==> config.mk <==
export PLATFORM = sky130hd
export DESIGN_NAME = pending_accept_counter
export DESIGN_NICKNAME = d
export VERILOG_FILES = /design/src/rtl/pac_pkg.sv /design/src/rtl/pac_occupancy.sv /design/src/rtl/pac_thr_regs.sv /design/src/rtl/pac_cmp_bank.sv /design/src/rtl/pending_accept_counter.sv
export SDC_FILE = /design/constraint.sdc
export NUM_CORES = 1
export LEC_CHECK = 0
export ABC_AREA = 1
export BUFFER_PORTS_ARGS = -buffer_cell sky130_fd_sc_hd__buf_2
export CAP_MARGIN = 20
export CORE_UTILIZATION = 40
export DETAILED_ROUTE_END_ITERATION = 6
export GPL_ROUTABILITY_DRIVEN = 1
export SLEW_MARGIN = 10
export SYNTH_ARGS = -nofsm -noshare
export SYNTH_HDL_FRONTEND = slang
export SYNTH_SLANG_ARGS = --single-unit
==> constraint.sdc <==
create_clock -name clk -period 3.14 [get_ports clk]
set_input_delay 0.157 -clock clk [delete_from_list [all_inputs] [get_ports clk]]
set_output_delay 0.157 -clock clk [all_outputs]
set_load 0.02 [all_outputs]
==> src/rtl/pac_pkg.sv <==
package pac_pkg;
  typedef enum logic [1:0] {
    OCC_HOLD  = 2'd0,
    OCC_UP    = 2'd1,
    OCC_DOWN  = 2'd2,
    OCC_CLEAR = 2'd3
  } occ_op_e;
endpackage

==> src/rtl/pac_occupancy.sv <==
module pac_occupancy
  import pac_pkg::*;
#(
  parameter int CNT_W = 16
) (
  input  logic             clk,
  input  logic             rst_n,
  input  logic             init_i,
  input  logic             acc_i,
  input  logic             dec_i,
  output logic [CNT_W-1:0] count_o,
  output logic             underflow_o
);
  localparam logic [CNT_W-1:0] CNT_MAX = '1;

  occ_op_e          op;
  logic [CNT_W-1:0] cnt_q, cnt_d;
  logic             err_q, err_d;
  logic             upd_en;

  always_comb begin
    if (init_i)              op = OCC_CLEAR;
    else if (acc_i && !dec_i) op = OCC_UP;
    else if (dec_i && !acc_i) op = OCC_DOWN;
    else                     op = OCC_HOLD;
  end

  always_comb begin
    cnt_d  = cnt_q;
    err_d  = err_q;
    unique case (op)
      OCC_CLEAR: begin
        cnt_d = '0;
        err_d = 1'b0;
      end
      OCC_UP: begin
        if (cnt_q != CNT_MAX) cnt_d = cnt_q + 1'b1;
      end
      OCC_DOWN: begin
        if (cnt_q == '0) err_d = 1'b1;
        else             cnt_d = cnt_q - 1'b1;
      end
      default: ;
    endcase
  end

  assign upd_en = (op != OCC_HOLD);

  always_ff @(posedge clk or negedge rst_n) begin
    if (!rst_n) begin
      cnt_q <= '0;
      err_q <= 1'b0;
    end else if (upd_en) begin
      cnt_q <= cnt_d;
      err_q <= err_d;
    end
  end

  assign count_o     = cnt_q;
  assign underflow_o = err_q;
endmodule

==> src/rtl/pac_thr_regs.sv <==
module pac_thr_regs #(
  parameter int CNT_W  = 16,
  parameter int N_THR  = 4,
  parameter int ADDR_W = 2
) (
  input  logic                        clk,
  input  logic                        rst_n,
  input  logic                        we_i,
  input  logic [ADDR_W-1:0]           addr_i,
  input  logic [CNT_W-1:0]            wdata_i,
  output logic [N_THR-1:0][CNT_W-1:0] thr_o,
  output logic [CNT_W-1:0]            rdata_o
);
  logic [N_THR-1:0][CNT_W-1:0] thr_q;

  for (genvar gi = 0; gi < N_THR; gi++) begin : g_slot
    logic wr_en;
    assign wr_en = we_i && (addr_i == ADDR_W'(gi));
    always_ff @(posedge clk or negedge rst_n) begin
      if (!rst_n)     thr_q[gi] <= '1;
      else if (wr_en) thr_q[gi] <= wdata_i;
    end
  end

  always_comb begin
    rdata_o = '0;
    for (int i = 0; i < N_THR; i++) begin
      if (addr_i == ADDR_W'(i)) rdata_o = thr_q[i];
    end
  end

  assign thr_o = thr_q;
endmodule

==> src/rtl/pac_cmp_bank.sv <==
module pac_cmp_bank #(
  parameter int CNT_W = 16,
  parameter int N_THR = 4
) (
  input  logic                        clk,
  input  logic                        rst_n,
  input  logic [CNT_W-1:0]            count_i,
  input  logic [N_THR-1:0][CNT_W-1:0] thr_i,
  output logic [N_THR-1:0]            above_o
);
  logic [N_THR-1:0] above_d, above_q;

  for (genvar gi = 0; gi < N_THR; gi++) begin : g_cmp
    assign above_d[gi] = (count_i > thr_i[gi]);
  end

  always_ff @(posedge clk or negedge rst_n) begin
    if (!rst_n) above_q <= '0;
    else        above_q <= above_d;
  end

  assign above_o = above_q;
endmodule

==> src/rtl/pending_accept_counter.sv <==
module pending_accept_counter #(
  parameter int CNT_W  = 16,
  parameter int N_THR  = 4,
  parameter int ADDR_W = $clog2(N_THR)
) (
  input  logic              clk,
  input  logic              rst_n,
  input  logic              init_i,
  input  logic              acc_stb_i,
  input  logic              dec_stb_i,
  input  logic              cfg_we_i,
  input  logic [ADDR_W-1:0] cfg_addr_i,
  input  logic [CNT_W-1:0]  cfg_wdata_i,
  output logic [CNT_W-1:0]  cfg_rdata_o,
  output logic [CNT_W-1:0]  count_o,
  output logic [N_THR-1:0]  above_o,
  output logic              underflow_o
);
  logic [1:0]                  rst_pipe;
  logic                        rst_sync_n;
  logic [N_THR-1:0][CNT_W-1:0] thr;

  always_ff @(posedge clk or negedge rst_n) begin
    if (!rst_n) rst_pipe <= 2'b00;
    else        rst_pipe <= {rst_pipe[0], 1'b1};
  end
  assign rst_sync_n = rst_pipe[1];

  pac_occupancy #(.CNT_W(CNT_W)) u_occ (
    .clk        (clk),
    .rst_n      (rst_sync_n),
    .init_i     (init_i),
    .acc_i      (acc_stb_i),
    .dec_i      (dec_stb_i),
    .count_o    (count_o),
    .underflow_o(underflow_o)
  );

  pac_thr_regs #(.CNT_W(CNT_W), .N_THR(N_THR), .ADDR_W(ADDR_W)) u_thr (
    .clk    (clk),
    .rst_n  (rst_sync_n),
    .we_i   (cfg_we_i),
    .addr_i (cfg_addr_i),
    .wdata_i(cfg_wdata_i),
    .thr_o  (thr),
    .rdata_o(cfg_rdata_o)
  );

  pac_cmp_bank #(.CNT_W(CNT_W), .N_THR(N_THR)) u_cmp (
    .clk    (clk),
    .rst_n  (rst_sync_n),
    .count_i(count_o),
    .thr_i  (thr),
    .above_o(above_o)
  );
endmodule

==> flow_summary_export.csv, run 1 <==
group,metric,value,unit
drt,drt_first_pass_iters,6,
timing,drv_slew,0,
synthesis,synth_ff_type,"dfstp_2",
synthesis,ys_types,38,
timing,hold_viol_final,0,
run,drv_cap,0,
synthesis,yosysWarnings,0,
clocking,cts.sinks,87,
pwr,peakVddDrop,0.380,mV
die,initial_core_util,41.2,%
synthesis,ys_seq_area_share,35.8,%
synthesis,synthesis.nets,941,
timing,relSlewSlack,30.0,%
timing,max_slew.worst_pin.slew,1.05,ns
clocking,cts_root_buf,"clkbuf_16",
drt,ant_nets,0,
timing,max_freq,0.465,GHz
global_route,grt-ovfl-total,0,
final_layout,area_growth,13.0,%
synthesis,synth_edf_count,0,
timing,timing.setup.tns,0,ns
final_layout,drive_gt1_share,20.4,%
setup_path,cp_num_buf_inv,6,
final_layout,final_common_cell,"nand2_1",
timing,fin_crit_sh,68.5,%
clocking,cts.clk_slew.worst_paths,0.06,ns
timing,setup_viol_count_final,0,
synthesis,netlist_instances,846,
hold_path,whs_endpoint,"u_thr.thr_o[22]",
final_layout,layout.nets,998,
setup_path,cp_max_fo,13,
setup_path,r2r_slack,1.16,ns
global_route,grt_pass1_wl,27.3,mm
pwr,p_leak,3.67,nW
setup_path,r2r_end,"u_cmp.above_o[3]",
clocking,clkLatencyLatePin,0.35,ns
die,rows,45,
status,status,"finished, final reports clean",
synthesis,synthesis.area,6310,um2
global_route,grt_max_degree,46,
synthesis,ys_async_sr_fraction,100,%
setup_path,cp_common_cell,"nand2_1",
drt,drt_iter0_drc,389,
die,die_x,128,um
die,dieArea,16300,um2
die,core_area,15300,um2
global_route,first_global_vias,5304,
clocking,clock_path_buffers,2,
timing,setup_slack,0.990,ns
final_layout,seqCellArea,2260,um2
setup_path,max_stage_delay,0.29,ns
setup_path,cp.required,3.38,ns
clocking,cts_buffers,9,
final_layout,multi_input_area,3420,um2
drt,num_vias,5572,
final_layout,fillerInstances,1620,
setup_path,r2r-start,"u_occ.count_o[13]",
timing,grt_setup_unrepaired,"no",
die,io_pins,61,
drt,drcViolationCount,0,
place,dpl.hpwl,12.3,mm
timing,timing.final.crit_period,2.15,ns
hold_path,min_path_cells,3,
synthesis,synth_seq_cells,87,
setup_path,path_cells,"buf_2 -> a21oi_1 -> inv_1 -> ha_1 -> buf_4 -> inv_4 -> nand2_2 -> nand2_1 -> inv_1 -> ha_1 -> inv_1 -> nand2_1 -> nand3_2 -> nand2_2 -> nand2_1 -> nand2_1 -> or2_0 -> nand3_1 -> nand2_1",
place,portBuffers,60,
place,dp_slack,0.648,ns
global_route,antenna_found_initial,0,
setup_path,r2r.worst_path.cells,6,
setup_path,worst-setup-path-type,"in -> reg",
clocking,h-tree-depth,3,
setup_path,path_delay_family,"simple AND/OR/NAND/NOR gates",
drt,viasPerCell,4.98,
final_layout,diodes,0,
final_layout,finish.utilization,46.6,%
setup_path,arrival,2.39,ns
drt,wl,16.5,mm
setup_path,end_kind,"flip-flop",
hold_path,worstHoldStart,"cfg_wdata_i[6]",
drt,wl_per_cell,14.8,um
place,routabilityCongestion,0.903,
setup_path,cp-start-kind,"input port",
die,die_h,128,um
timing,fin_skew,0.00872,ns
global_route,grt_usage,21.7,%
final_layout,layout_common_cells,"nand2_1 (211), inv_1 (130), o21ai_0 (93)",
setup_path,cp_slowest_cell,"ha_1",
clocking,tritoncts,"yes",
pwr,p_per_area,630,nW/um2
hold_path,hold_path_class,"in -> reg",
synthesis,avgSynthCellArea,7.46,um2
## timing repair
item / CTS / global route
hold buffers: 1 / 0
endpoints found under the hold margin: 2 / 0
gates resized for setup: 0 / 0
buffers inserted: 0 / 0
## synthesized netlist by cell type, types with 11 or more instances
cell type	number	share of area, %
nand2_1	211	13
inv_1	130	7.7
o21ai_0	93	7.4
ha_1	71	14
dfstp_2	64	27
a21oi_1	54	4.3
nor2_1	35	2.1
nand3_1	34	2.7
dfrtp_1	23	9.1
nand2_2	19	1.9
clkbuf_1	15	0.89
o22ai_1	14	1.4
nand4_1	11	1.1
## where the power goes
part	switching, mW	leakage [nW]	total (mW)	internal, mW
Clock	0.453	0.143	1.09	0.637
Sequential	0.295	0.967	1.72	1.42
Combinational	1.05	2.56	1.69	0.636
Total	1.80	3.67	4.49	2.69
## sequential cells by signal (all words and copies together) (netlist names)
name               count
u_thr.thr_o           64
u_occ.count_o         16
u_cmp.above_o          4
u_occ.underflow_o      1
rst_pipe               2
## kinds of logic (layout without fill, tap and decap cells)
logic type | Yosys count | in the layout | share of synthesized area, %
AOI/OAI and AO/OA | 184 | 184 | 15.7
xor gates and xnor gates | 7 | 7 | 0.971
adders and majority gates | 71 | 71 | 14.1
buffers and inverters | 159 | 221 | 10.1
DFF | 87 | 87 | 35.8
other | 1 | 1 | 0.0594
and+or+nand+nor | 337 | 337 | 23.3
## worst register-to-register path, cell delays in order (launching register included)
cell and delay, ns:
dfrtp_1 0.55, ha_1 0.40, nand2_1 0.06, nor2_1 0.18
nand4_1 0.25, o21bai_1 0.24, a21oi_1 0.21
## cell type report
type / instances / share of cell area (%)
Multi-Input combinational cell: 600 / 47.9
Sequential cell: 87 / 31.7
Inverter: 136 / 7.19
Timing Repair Buffer: 69 / 5.37
Tap cell: 211 / 3.70
Clock buffer: 12 / 3.46
Clock inverter: 4 / 0.667
## stage by stage
step           std cells  hold slack (ns)  total power [mW]  cell area, um2
2_1_floorplan        846           -0.139              2.88            6310
3_3_place_gp        1102          -0.0573              3.41            6830
3_5_place_dp        1102          -0.0550              3.42            6830
4_1_cts             1119           0.0782              4.52            7130
5_1_grt             1119           0.0981              4.86            7130
6_report            1119           0.0798              4.49            7130
## per-layer routing
layer	global-route usage (%)	up-vias	share of wire (%)	wire (um)
li1	-	2871	-	-
met1	29.9	2562	49	8100
met2	34.6	115	45	7430
met3	2.81	24	3.4	563
met4	8.72	0	2.6	427
met5	0	-	0	0
## worst max-delay path by stage
stage / start / endpoint / slack, ns / cells after the start
after floorplan: rst_pipe[1] / u_cmp.above_o[0] / 0.65 / 0
after global placement: dec_stb_i / u_occ.count_o[8] / 0.74 / 19
after detailed placement: dec_stb_i / u_occ.count_o[8] / 0.65 / 19
after CTS: dec_stb_i / u_occ.count_o[8] / 1.01 / 19
after global routing: dec_stb_i / u_occ.count_o[14] / 0.71 / 20
final: dec_stb_i / u_occ.count_o[8] / 0.99 / 19
Note: power is estimated with default switching activity, not from simulation.
==> run 2, diff against run 1 <==
Settings changed: ABC_AREA 1 to 0.
Clock period 3.14 ns to 2 ns, I/O delays scaled along.
==> flow_summary_export.csv, run 2 <==
group,metric,value,unit
synthesis,synth-simple-area-share,11.6,%
synthesis,synth_mux_area_share,15.3,%
setup_path,r2r-start,"u_occ.count_o[1]",
pwr,combPwrFrac,51.0,%
global_route,grt_usage,23.1,%
synthesis,synth_top_area_share,26.4,%
die,dieArea,16400,um2
setup_path,r2r_end,"u_occ.count_o[12]",
drt,num_vias,5466,
setup_path,worst-setup-path-type,"reg -> reg",
place,portBuffers,60,
hold_path,whs_endpoint,"u_thr.thr_o[1]",
synthesis,synth_ff_type,"dfstp_2",
synthesis,synth_compound_area_share,15.0,%
pwr,p_leak,3.87,nW
place,routabilityCongestion,0.858,
synthesis,synth_most_common_cell,"inv_1",
final_layout,largest_reg_flops,64,
pwr,switching_power,3.53,mW
synthesis,synth_top_family_by_area,"multiplexers",
synthesis,ys_types,59,
synthesis,synthesis.nets,733,
setup_path,cp-start-kind,"flip-flop",
synthesis,synthAdderAreaFrac,14.0,%
clocking,tritoncts,"yes",
final_layout,drive_gt1_share,45.1,%
clocking,clock_path_buffers,2,
timing,max_slew.worst_pin.slew,0.672,ns
timing,grt_setup_unrepaired,"yes",
timing,relSlewSlack,55.2,%
die,die_x,128,um
drt,wl_per_cell,18.1,um
final_layout,seqCellArea,2270,um2
pwr,seqPwrFrac,30.6,%
pwr,p_int,5.34,mW
global_route,grt_max_degree,41,
final_layout,diodes,0,
timing,drv_slew,0,
hold_path,hold_path_class,"in -> reg",
global_route,grt-ovfl-total,0,
timing,hold_viol_final,0,
timing,fin_crit_sh,107,%
die,initial_core_util,41.4,%
synthesis,synth_edf_count,0,
setup_path,r2r_slack,-0.14,ns
pwr,pwr-share-clk,18.4,%
clocking,cts_root_buf,"clkbuf_16",
setup_path,max_stage_delay,0.45,ns
final_layout,layout_common_cells,"buf_4 (85), inv_1 (73), ha_1 (64), dfstp_2 (64), buf_2 (60)",
drt,viasPerCell,5.47,
drt,wl,18.1,mm
synthesis,yosysWarnings,0,
synthesis,synthesis.area,6360,um2
drt,drcViolationCount,0,
setup_path,r2r.worst_path.cells,9,
final_layout,final_common_cell,"buf_4",
setup_path,cp.required,2.28,ns
final_layout,layout.nets,879,
synthesis,avgSynthCellArea,9.98,um2
clocking,cts.clk_slew.worst_paths,0.07,ns
status,violations,"negative setup slack",
pwr,total_power,8.87,mW
clocking,cts.sinks,87,
synthesis,synth.top_cells.by_count,"inv_1 (77), ha_1 (71), dfstp_2 (64)",
timing,setup_slack,-0.140,ns
final_layout,fillerInstances,1370,
die,rows,45,
timing,setup_viol_count_final,11,
place,dpl.hpwl,13.3,mm
pwr,p_per_area,1080,nW/um2
global_route,grt_pass1_wl,29.0,mm
setup_path,path_cells,"xor2_1 -> ha_2 -> and3b_2 -> o21ai_4 -> a21oi_4 -> mux2i_2 -> a311oi_2 -> or3_1 -> o21ai_1",
hold_path,worstHoldStart,"cfg_wdata_i[1]",
timing,max_freq,0.467,GHz
drt,drt_first_pass_iters,5,
place,dp_slack,-0.372,ns
synthesis,synth.largest_area_cell,"dfstp_2",
setup_path,cp_slowest_cell,"dfrtp_2",
synthesis,synth_seq_cells,87,
synthesis,netlist_instances,638,
die,die_h,128,um
hold_path,min_path_cells,3,
synthesis,synthTopCellsByArea,"dfstp_2 (26%), ha_1 (14%), dfrtp_1 (9.0%)",
setup_path,cp_max_fo,5,
global_route,antenna_found_initial,0,
die,core_area,15400,um2
status,status,"finished, violations left",
clocking,h-tree-depth,3,
setup_path,arrival,2.42,ns
pwr,swShare,39.8,%
drt,ant_nets,0,
pwr,peakVddDrop,0.544,mV
die,io_pins,61,
place,dpl.cell_count,965,
run,drv_cap,0,
final_layout,stdcell_count,1000,
timing,timing.final.crit_period,2.14,ns
drt,drt_iter0_drc,257,
timing,fin_skew,0.00775,ns
synthesis,ys_seq_area_share,35.5,%
final_layout,multi_input_area,3910,um2
clocking,cts_buffers,9,
synthesis,ys_async_sr_fraction,100,%
clocking,clkLatencyLatePin,0.35,ns
global_route,first_global_vias,5551,
synthesis,synth-xor-area-share,1.38,%
setup_path,end_kind,"flip-flop",
final_layout,area_growth,29.5,%
==> run 2: cell types whose count changed after synthesis, sizes merged, moves of 7 or more <==
cell   delta
nand2   -185
inv      -58
o21ai    -51
mux2     +49
nand3    -26
nor2     -25
a21o     +18
a21oi    -16
mux4     +16
o22ai    -12
buf      +11
o31ai     +7
or3       +7
==> run 2: stage by stage <==
stage	cell area [um2]	hold WS (ns)	util (%)	TNS, ns
after floorplan	6450	-0.196	-	-2.36
after global placement	7560	-0.114	49.2	-2.09
after detailed placement	7560	-0.110	49.2	-3.13
after CTS	8060	0.00238	52.5	-0.864
after global routing	8240	0.0272	53.6	-2.42
final	8240	0.00728	53.6	-0.816
==> run 2: area by class of cell <==
class,instances,area share (%)
clock buffers,9,2.73
multi-input cells,442,47.4
inverters,78,3.64
repair buffers,166,14.8
clock inverters,7,0.683
flip-flops and latches,87,27.5
well taps,211,3.20
==> run 2: kinds of logic (layout without fill, tap and decap cells) <==
logic type | after synthesis | after routing
xor gates and xnor gates | 10 | 10
AOI/OAI and AO/OA | 152 | 152
muxes | 71 | 71
adders and majority gates | 71 | 71
buffers and inverters | 109 | 260
DFF | 87 | 87
and+or+nand+nor | 137 | 137
other | 1 | 1
==> run 2: how the worst max path moves through the flow <==
| stage | cells after the start | start | slack [ns] | endpoint |
|---|---|---|---|---|
| after floorplan | 17 | dec_stb_i | -0.46 | u_occ.count_o[12] |
| after global placement | 14 | dec_stb_i | -0.25 | u_occ.count_o[12] |
| after detailed placement | 14 | dec_stb_i | -0.37 | u_occ.count_o[12] |
| after CTS | 9 | u_occ.count_o[1] | -0.15 | u_occ.count_o[12] |
| after global routing | 10 | u_occ.count_o[1] | -0.23 | u_occ.count_o[10] |
| final | 9 | u_occ.count_o[1] | -0.14 | u_occ.count_o[12] |
==> run 2: power groups by stage <==
stage          registers (mW)  logic, mW  clock network [mW]
4_1_cts                  2.73       4.29                1.67
2_1_floorplan            2.85       2.36                   0
5_1_grt                  2.78       4.96                1.74
3_5_place_dp             2.77       4.08                   0
6_report                 2.72       4.52                1.63
3_3_place_gp             2.74       3.99                   0
==> run 2: layer usage <==
metal  vias up  routed length (um)  global-route usage [%]
met5         -                   0                       0
met4         0                 264                    7.96
met2       139                8810                    38.7
li1       2598                   -                       -
met1      2709                8370                    30.8
met3        20                 705                    2.84
==> run 2: timing repair <==
action | CTS | global route
endpoints found under the setup margin | 15 | 21
buffers inserted | 6 | 3
hold buffers | 11 | 0
pin swaps | 12 | 21
gates resized for setup | 23 | 33
endpoints found under the hold margin | 12 | 0
gates cloned | 0 | 0
==> run 2: critical path, delay by kind of cell (launching register included) <==
family	cells	cell delay, ns
fa+ha+maj	1	0.22
compound gates	4	0.43
simple gates	2	0.51
xor+xnor	1	0.18
mux	1	0.26
flops	1	0.45
